==> src/rtl/cipher_cfg_pkg.sv <==
package cipher_cfg_pkg;
    localparam int ADDR_W = 5;
    localparam int DATA_W = 32;

    localparam logic [ADDR_W-1:0] A_CTRL   = 5'd0;
    localparam logic [ADDR_W-1:0] A_STAT   = 5'd1;
    localparam logic [ADDR_W-1:0] A_SRC    = 5'd2;
    localparam logic [ADDR_W-1:0] A_DST    = 5'd3;
    localparam logic [ADDR_W-1:0] A_CNT    = 5'd4;
    localparam logic [ADDR_W-1:0] KEY_BASE = 5'd8;
    localparam logic [ADDR_W-1:0] IV_BASE  = 5'd16;

    localparam logic [4:0] UNLOCK_CODE = 5'b10110;

    typedef enum logic [1:0] {
        ST_IDLE   = 2'd0,
        ST_ARMED  = 2'd1,
        ST_ACTIVE = 2'd2
    } run_state_e;
endpackage

==> src/rtl/cfg_run_fsm.sv <==
module cfg_run_fsm
    import cipher_cfg_pkg::*;
(
    input  logic       clk,
    input  logic       rst_n,
    input  logic       start_req,
    input  logic       stop_req,
    input  logic       eng_busy,
    output logic       start_ok,
    output logic       eng_start,
    output logic       eng_stop,
    output run_state_e state
);
    run_state_e nxt;

    assign start_ok = start_req && (state == ST_IDLE) && !eng_busy;

    always_comb begin
        nxt = state;
        unique case (state)
            ST_IDLE:   if (start_ok) nxt = ST_ARMED;
            ST_ARMED:  if (eng_busy) nxt = ST_ACTIVE;
            ST_ACTIVE: if (!eng_busy) nxt = ST_IDLE;
            default:   nxt = ST_IDLE;
        endcase
    end

    always_ff @(posedge clk or negedge rst_n) begin
        if (!rst_n) state <= ST_IDLE;
        else        state <= nxt;
    end

    always_ff @(posedge clk or negedge rst_n) begin
        if (!rst_n) begin
            eng_start <= 1'b0;
            eng_stop  <= 1'b0;
        end else begin
            eng_start <= start_ok;
            eng_stop  <= stop_req;
        end
    end


    start_pulse_chk: assert property (@(posedge clk) disable iff (!rst_n)
        eng_start |=> !eng_start);

    start_from_idle_chk: assert property (@(posedge clk) disable iff (!rst_n)
        eng_start |-> $past(state) == ST_IDLE);

    active_exit_chk: assert property (@(posedge clk) disable iff (!rst_n)
        (state == ST_ACTIVE && !eng_busy) |=> state == ST_IDLE);
endmodule

==> src/rtl/cfg_key_store.sv <==
module cfg_key_store #(
    parameter int NKEY = 8,
    parameter int DW   = 32,
    localparam int IW  = $clog2(NKEY)
) (
    input  logic               clk,
    input  logic               rst_n,
    input  logic               wr_en,
    input  logic [IW-1:0]      wr_idx,
    input  logic [DW-1:0]      wr_data,
    input  logic               prot_set,
    input  logic               unlock,
    input  logic [IW-1:0]      rd_idx,
    output logic [DW-1:0]      rd_data,
    output logic               prot,
    output logic [NKEY*DW-1:0] key_flat
);
    logic [DW-1:0] kw [NKEY];

    always_ff @(posedge clk or negedge rst_n) begin
        if (!rst_n) begin
            prot <= 1'b0;
            for (int i = 0; i < NKEY; i++) kw[i] <= '0;
        end else if (unlock) begin
            prot <= 1'b0;
            for (int i = 0; i < NKEY; i++) kw[i] <= '0;
        end else begin
            if (prot_set) prot <= 1'b1;
            if (wr_en) kw[wr_idx] <= wr_data;
        end
    end

    for (genvar g = 0; g < NKEY; g++) begin : g_flat
        assign key_flat[g*DW +: DW] = kw[g];
    end

    assign rd_data = prot ? '0 : kw[rd_idx];


    unlock_wipe_chk: assert property (@(posedge clk) disable iff (!rst_n)
        $fell(prot) |-> key_flat == '0);
endmodule

==> src/rtl/cfg_dma_shadow.sv <==
module cfg_dma_shadow #(
    parameter int AW  = 32,
    parameter int LOW = 0
) (
    input  logic          clk,
    input  logic          rst_n,
    input  logic          wr_en,
    input  logic [AW-1:0] wr_data,
    input  logic          eng_busy,
    output logic [AW-1:0] shadow,
    output logic [AW-1:0] working
);
    localparam logic [AW-1:0] KEEP = {AW{1'b1}} << LOW;

    always_ff @(posedge clk or negedge rst_n) begin
        if (!rst_n) begin
            shadow  <= '0;
            working <= '0;
        end else begin
            if (wr_en)     shadow  <= wr_data & KEEP;
            if (!eng_busy) working <= shadow;
        end
    end


    work_hold_chk: assert property (@(posedge clk) disable iff (!rst_n)
        $past(eng_busy) |-> $stable(working));

    work_follow_chk: assert property (@(posedge clk) disable iff (!rst_n)
        !$past(eng_busy) |-> working == $past(shadow));
endmodule

==> src/rtl/cipher_cfg_regs.sv <==
module cipher_cfg_regs
    import cipher_cfg_pkg::*;
#(
    parameter int NKEY = 8,
    parameter int NIV  = 4
) (
    input  logic                   clk,
    input  logic                   rst_n,
    input  logic                   reg_wr,
    input  logic [ADDR_W-1:0]      reg_addr,
    input  logic [DATA_W-1:0]      reg_wdata,
    output logic [DATA_W-1:0]      reg_rdata,
    input  logic                   eng_busy,
    output logic                   eng_start,
    output logic                   eng_stop,
    output logic [1:0]             cfg_key_size,
    output logic [7:0]             cfg_mode,
    output logic                   cfg_encrypt,
    output logic                   cfg_in_swap,
    output logic                   cfg_out_swap,
    output logic                   cfg_dma_en,
    output logic                   cfg_cascade,
    output logic                   cfg_last,
    output logic [NKEY*DATA_W-1:0] cfg_key,
    output logic [NIV*DATA_W-1:0]  cfg_iv,
    output logic [DATA_W-1:0]      dma_src,
    output logic [DATA_W-1:0]      dma_dst,
    output logic [DATA_W-1:0]      dma_cnt,
    output logic                   cnt_err
);
    localparam int KIW = $clog2(NKEY);
    localparam int VIW = $clog2(NIV);
    localparam logic [ADDR_W-1:0] KEY_LAST = KEY_BASE + ADDR_W'(NKEY - 1);
    localparam logic [ADDR_W-1:0] IV_LAST  = IV_BASE + ADDR_W'(NIV - 1);

    logic wr_ctrl, start_ok, cfg_open, key_sel, iv_sel, key_prot;
    logic [4:0] unlock_r;
    logic [KIW-1:0] key_idx;
    logic [VIW-1:0] iv_idx;
    logic [DATA_W-1:0] key_rd, src_sh, dst_sh, cnt_sh;
    logic [DATA_W-1:0] iv_r [NIV];
    run_state_e run_state;
    logic unused_wbits;

    assign unused_wbits = ^{reg_wdata[25:24], reg_wdata[21:17], reg_wdata[4]};

    assign wr_ctrl  = reg_wr && (reg_addr == A_CTRL);
    assign cfg_open = wr_ctrl && !eng_busy;
    assign key_sel  = (reg_addr >= KEY_BASE) && (reg_addr <= KEY_LAST);
    assign iv_sel   = (reg_addr >= IV_BASE) && (reg_addr <= IV_LAST);
    assign key_idx  = KIW'(reg_addr - KEY_BASE);
    assign iv_idx   = VIW'(reg_addr - IV_BASE);

    cfg_run_fsm u_fsm (
        .clk(clk), .rst_n(rst_n),
        .start_req(wr_ctrl && reg_wdata[0]),
        .stop_req(wr_ctrl && reg_wdata[1]),
        .eng_busy(eng_busy), .start_ok(start_ok),
        .eng_start(eng_start), .eng_stop(eng_stop), .state(run_state)
    );

    cfg_key_store #(.NKEY(NKEY), .DW(DATA_W)) u_keys (
        .clk(clk), .rst_n(rst_n),
        .wr_en(reg_wr && key_sel), .wr_idx(key_idx), .wr_data(reg_wdata),
        .prot_set(cfg_open && reg_wdata[31]),
        .unlock(cfg_open && !reg_wdata[31] && (reg_wdata[30:26] == UNLOCK_CODE)),
        .rd_idx(key_idx), .rd_data(key_rd), .prot(key_prot), .key_flat(cfg_key)
    );

    cfg_dma_shadow #(.AW(DATA_W), .LOW(2)) u_src (
        .clk(clk), .rst_n(rst_n), .wr_en(reg_wr && reg_addr == A_SRC),
        .wr_data(reg_wdata), .eng_busy(eng_busy), .shadow(src_sh), .working(dma_src));
    cfg_dma_shadow #(.AW(DATA_W), .LOW(2)) u_dst (
        .clk(clk), .rst_n(rst_n), .wr_en(reg_wr && reg_addr == A_DST),
        .wr_data(reg_wdata), .eng_busy(eng_busy), .shadow(dst_sh), .working(dma_dst));
    cfg_dma_shadow #(.AW(DATA_W), .LOW(0)) u_cnt (
        .clk(clk), .rst_n(rst_n), .wr_en(reg_wr && reg_addr == A_CNT),
        .wr_data(reg_wdata), .eng_busy(eng_busy), .shadow(cnt_sh), .working(dma_cnt));

    always_ff @(posedge clk or negedge rst_n) begin
        if (!rst_n) begin
            cfg_key_size <= '0;
            cfg_mode     <= '0;
            cfg_encrypt  <= 1'b0;
            cfg_in_swap  <= 1'b0;
            cfg_out_swap <= 1'b0;
            cfg_dma_en   <= 1'b0;
            cfg_cascade  <= 1'b0;
            unlock_r     <= '0;
        end else if (cfg_open) begin
            cfg_key_size <= reg_wdata[3:2];
            cfg_mode     <= reg_wdata[15:8];
            cfg_encrypt  <= reg_wdata[16];
            cfg_out_swap <= reg_wdata[22];
            cfg_in_swap  <= reg_wdata[23];
            cfg_dma_en   <= reg_wdata[7];
            cfg_cascade  <= reg_wdata[6];
            unlock_r     <= reg_wdata[30:26];
        end
    end

    always_ff @(posedge clk or negedge rst_n) begin
        if (!rst_n) begin
            cfg_last <= 1'b0;
            cnt_err  <= 1'b0;
        end else if (start_ok) begin
            cfg_last <= reg_wdata[5];
            cnt_err  <= reg_wdata[7] && (cnt_sh == '0);
        end else if (wr_ctrl && reg_wdata[5]) begin
            cfg_last <= 1'b1;
        end
    end

    always_ff @(posedge clk or negedge rst_n) begin
        if (!rst_n) begin
            for (int i = 0; i < NIV; i++) iv_r[i] <= '0;
        end else if (reg_wr && iv_sel) begin
            iv_r[iv_idx] <= reg_wdata;
        end
    end

    for (genvar g = 0; g < NIV; g++) begin : g_iv
        assign cfg_iv[g*DATA_W +: DATA_W] = iv_r[g];
    end

    always_comb begin
        reg_rdata = '0;
        if (reg_addr == A_CTRL)
            reg_rdata = {key_prot, unlock_r, 2'b00, cfg_in_swap, cfg_out_swap, 5'b0,
                         cfg_encrypt, cfg_mode, cfg_dma_en, cfg_cascade, 2'b00,
                         cfg_key_size, 2'b00};
        else if (reg_addr == A_STAT) reg_rdata = {19'b0, cnt_err, 11'b0, eng_busy};
        else if (reg_addr == A_SRC)  reg_rdata = src_sh;
        else if (reg_addr == A_DST)  reg_rdata = dst_sh;
        else if (reg_addr == A_CNT)  reg_rdata = cnt_sh;
        else if (key_sel)            reg_rdata = key_rd;
        else if (iv_sel)             reg_rdata = iv_r[iv_idx];
    end


    cfg_frozen_chk: assert property (@(posedge clk) disable iff (!rst_n)
        $past(eng_busy) |-> ($stable(cfg_mode) && $stable(cfg_key_size) &&
                             $stable(cfg_encrypt) && $stable(cfg_dma_en) &&
                             $stable(key_prot) && $stable(unlock_r)));

    key_hidden_chk: assert property (@(posedge clk) disable iff (!rst_n)
        (key_prot && key_sel) |-> reg_rdata == '0);

    cnt_err_cause_chk: assert property (@(posedge clk) disable iff (!rst_n)
        $rose(cnt_err) |-> (cfg_dma_en && dma_cnt == '0 && run_state == ST_ARMED));
endmodule

==> config.mk <==
export PLATFORM = sky130hd
export DESIGN_NAME = cipher_cfg_regs
export DESIGN_NICKNAME = d
export VERILOG_FILES = /design/src/rtl/cipher_cfg_pkg.sv /design/src/rtl/cfg_run_fsm.sv /design/src/rtl/cfg_key_store.sv /design/src/rtl/cfg_dma_shadow.sv /design/src/rtl/cipher_cfg_regs.sv
export SDC_FILE = /design/constraint.sdc
export NUM_CORES = 1
export LEC_CHECK = 0
export BUFFER_PORTS_ARGS = -buffer_cell sky130_fd_sc_hd__buf_2
export CAP_MARGIN = 40
export CORE_MARGIN = 3
export CORE_UTILIZATION = 39
export DETAILED_ROUTE_END_ITERATION = 7
export SLEW_MARGIN = 20
export SYNTH_ARGS = -nofsm -noshare
export SYNTH_HDL_FRONTEND = slang
export SYNTH_HIERARCHICAL = 1
export SYNTH_SLANG_ARGS = --single-unit
==> constraint.sdc <==
create_clock -name clk -period 5.4 [get_ports clk]
set_input_delay 0.27 -clock clk [delete_from_list [all_inputs] [get_ports clk]]
set_output_delay 0.27 -clock clk [all_outputs]
set_load 0.01 [all_outputs]
==> flow_summary.json <==
{
  "status": "finished, final reports clean",
  "area_delta_synth_final_pct": 19.7,
  "postLayoutCellArea_sq_um": 34100,
  "relSlewSlack_pct": 40.5,
  "die_w_microns": 276,
  "htree_levels": 3,
  "clock_path_buffers": 3,
  "maxSlewViolCount": 0,
  "synthArstFlopShare_pct": 100,
  "final_hold_viol_count": 0,
  "hp-class": "in -> reg",
  "reg2reg_depth": 6,
  "slowest_stage": "mux4_2",
  "start_util_pct": 39.6,
  "post-route-util_pct": 47.4,
  "worst_hold_path.endpoint": "u_keys/key_flat[33]$_DFFE_PN0P_",
  "total_power_mw": 14.2,
  "r2r_setup_slack_ps": 3220,
  "dp_slack_ps": 1770,
  "setup_violations": 0,
  "cts_buffers": 69,
  "arrival_ps": 3430,
  "antenna_found_initial": 4,
  "cts_root_buf": "clkbuf_16",
  "first_iter_violations": 2421,
  "hpwl_microns": 75400,
  "crit_family": "buffers and inverters",
  "endpoint_kind": "primary output",
  "min_period_ps": 3700,
  "internal_power_mw": 9.70,
  "avgRoutedWirePerCell_microns": 28.2,
  "rsz0062_at_grt": "no",
  "vdd_drop_max_uv": 235,
  "cp_cell_sequence": "buf_8 -> buf_4 -> mux4_2 -> mux2i_1 -> nor2_1 -> a22oi_1 -> o221ai_1 -> o211a_1 -> buf_2",
  "hold_start": "reg_wdata[1]",
  "fin_crit_sh_pct": 68.5,
  "fin_nets": 2888,
  "swShare_pct": 31.9,
  "path_buf_inv": 3,
  "grt_max_degree": 154,
  "port_buffers": 567,
  "drtPass1Iterations": 5,
  "cts_tree": "done",
  "synth_edf_count": 0,
  "grt_usage_pct": 27.7,
  "ios": 572,
  "maxCapViolCount": 0,
  "ys_types": 54,
  "stdcell_count": 3852,
  "gp_congestion": 0.882,
  "fin_skew_ps": 13.7,
  "ys_warn_count": 6,
  "fillers": 6589,
  "cts_setup_buffers": 0,
  "max_freq_mhz": 270,
  "finalSetupTns_ps": 0,
  "core_area_sq_um": 72000,
  "dpl_cell_area_sq_um": 31800,
  "die_y_microns": 276,
  "p_switching_mw": 4.54,
  "routed_wl_microns": 109000,
  "drive_gt1_share_pct": 40.0,
  "hold_depth": 3,
  "synthFlopType": "dfrtp_1",
  "clock_sinks": 595,
  "synthesis.area_sq_um": 28500,
  "die_area_sq_um": 76400,
  "slowest_delay_ps": 590,
  "grt-ovfl-total": 0,
  "worstReg2RegEnd": "cnt_err$_DFFE_PN0P_",
  "crit_type": "in -> out",
  "grt_pass1_vias": 22160,
  "avgSynthCellArea_sq_um": 12.0,
  "ys_seq_elements": 595,
  "hold_slack_ps": 97.2,
  "dp.cells": 3724,
  "via_count": 22058,
  "fin_ws_ps": 1700,
  "drtAntennaViolNets": 0,
  "grt_pass1_wl_microns": 159000,
  "cp-start-kind": "input port",
  "avgViaCountPerCell": 5.73,
  "cp.required_ps": 5130,
  "p_leak_nw": 16.6,
  "post-route-drc-count": 0,
  "syn_inst": 2376,
  "seq_area_frac_synth_pct": 52.2,
  "pwr-share-comb_pct": 23.6,
  "path_clk_slew_ps": 60,
  "tightestPinTransition_ps": 892,
  "clock_latency_ps": 600,
  "r2r-start": "u_fsm/state[1]$_DFFE_PN0P_",
  "p_seq_share_pct": 42.9,
  "cp_max_fo": 69,
  "rows": 98,
  "p_per_area_nw_per_um2": 417,
  "pwr-share-clk_pct": 33.6
}
worst register-to-register path: cells and delay by family, from the launching register on:
family                 cells  cell delay [ps]
and+or+nand+nor            4             1320
buffers and inverters      1              220
AOI/OAI and AO/OA          1              140
DFF                        1              410
synth_stat cells (5+ instances only):
cell type    n  area share, %
dfrtp_1    595             52
nand2_1    536            7.1
a21oi_1    308            5.4
mux2_4     180            9.5
mux2_2     136            5.4
mux4_2      86            6.8
buf_4       71            1.9
clkbuf_1    71           0.93
mux2i_1     53            1.9
buf_2       45           0.79
nor2_1      41           0.54
buf_6       36            1.4
o21ai_0     34           0.60
mux2_1      27            1.1
nand3_1     22           0.39
a221oi_1    21           0.64
a22oi_1     20           0.53
o211a_1     10           0.35
o221ai_1    10           0.31
buf_12       6           0.42
nor4_1       5           0.11
flip-flops by register name, summed over array words and instances, names as in the netlist, 2 cells and up:
name,flops
u_src/working,30
u_cnt/shadow,32
u_keys/key_flat,256
u_src/shadow,30
u_cnt/working,32
cfg_mode,8
u_fsm/state,2
u_dst/shadow,30
unlock_r,5
cfg_iv,128
u_dst/working,30
cfg_key_size,2
how the worst max path moves through the flow:
stage                     start                  end  cells past startpoint
floorplan           reg_addr[2]  cnt_err$_DFFE_PN0P_                      9
global placement    reg_addr[1]        reg_rdata[17]                      9
detailed placement  reg_addr[1]        reg_rdata[17]                      9
CTS                 reg_addr[1]        reg_rdata[17]                      9
global route        reg_addr[1]        reg_rdata[17]                      9
finish              reg_addr[1]        reg_rdata[17]                      9
repair_timing:
| action | in CTS | in global routing |
|---|---|---|
| hold buffers | 1 | 0 |
| endpoints found under the hold margin | 104 | 0 |
| gates resized for setup | 0 | 0 |
| endpoints found under the setup margin | 0 | 0 |
placed cells by master (no fill, tap or decap), types with 3 or more instances in the layout:
cell | Yosys | final
clkbuf_16 | 0 | 69
buf_2 | 45 | 563
inv_1 | 4 | 4
nand2_1 | 536 | 535
nor2_1 | 41 | 39
bufinv_16 | 0 | 5
nor4b_1 | 4 | 3
nand4b_1 | 3 | 3
and2_1 | 4 | 4
clkbuf_1 | 71 | 16
clkinvlp_4 | 0 | 4
buf_12 | 6 | 9
dfrtp_1 | 595 | 595
o211a_1 | 10 | 10
nor4_1 | 5 | 5
buf_16 | 0 | 8
nand4bb_2 | 0 | 3
inv_6 | 0 | 4
o221ai_1 | 10 | 10
mux4_2 | 86 | 86
a22oi_1 | 20 | 20
conb_1 | 2 | 8
a21oi_1 | 308 | 308
mux2_4 | 180 | 180
clkinv_2 | 0 | 9
mux2i_1 | 53 | 53
o21ai_0 | 34 | 34
clkbuf_8 | 0 | 12
mux2_1 | 27 | 27
mux2_2 | 136 | 136
buf_4 | 71 | 41
clkinv_8 | 0 | 3
nand3_1 | 22 | 21
and4bb_2 | 4 | 4
a221oi_1 | 21 | 21
per-layer routing:
layer  global-route usage (%)  part of all wire (%)  wire length [microns]
met5                        0                     0                      0
met4                     8.84                   3.3                   3550
met3                     7.79                    10                  11200
met2                     43.3                    46                  50000
met1                     37.3                    40                  43900
area by class of cell:
cell class | count | area (sq um) | area share (%)
antenna | 2 | 5.00 | 0.0147
clock inverter | 27 | 350 | 1.03
timing repair buffer | 626 | 3590 | 10.5
sequential | 595 | 14900 | 43.6
clock buffer | 97 | 1950 | 5.72
inverter | 5 | 18.8 | 0.0550
tap | 950 | 1190 | 3.48
multi-input combinational | 1550 | 12100 | 35.6
power by group through the flow:
stage	registers [mW]	clock network [mW]	logic [mW]
3_5_place_dp	6.16	0	3.35
6_report	6.11	4.78	3.35
4_1_cts	6.09	4.85	3.36
3_3_place_gp	6.11	0	3.29
2_1_floorplan	6.26	0	1.53
5_1_grt	6.21	5.05	3.58
cell families after synthesis:
family / count (synthesis) / share of synthesized area [%]
and+or+nand+nor: 650 / 9.63
DFF: 595 / 52.2
muxes: 482 / 24.6
AOI/OAI and AO/OA: 409 / 7.99
buffers and inverters: 237 / 5.55
other: 2 / 0.0263
xor gates and xnor gates: 1 / 0.0307
Power figures use the tool's default switching activity.
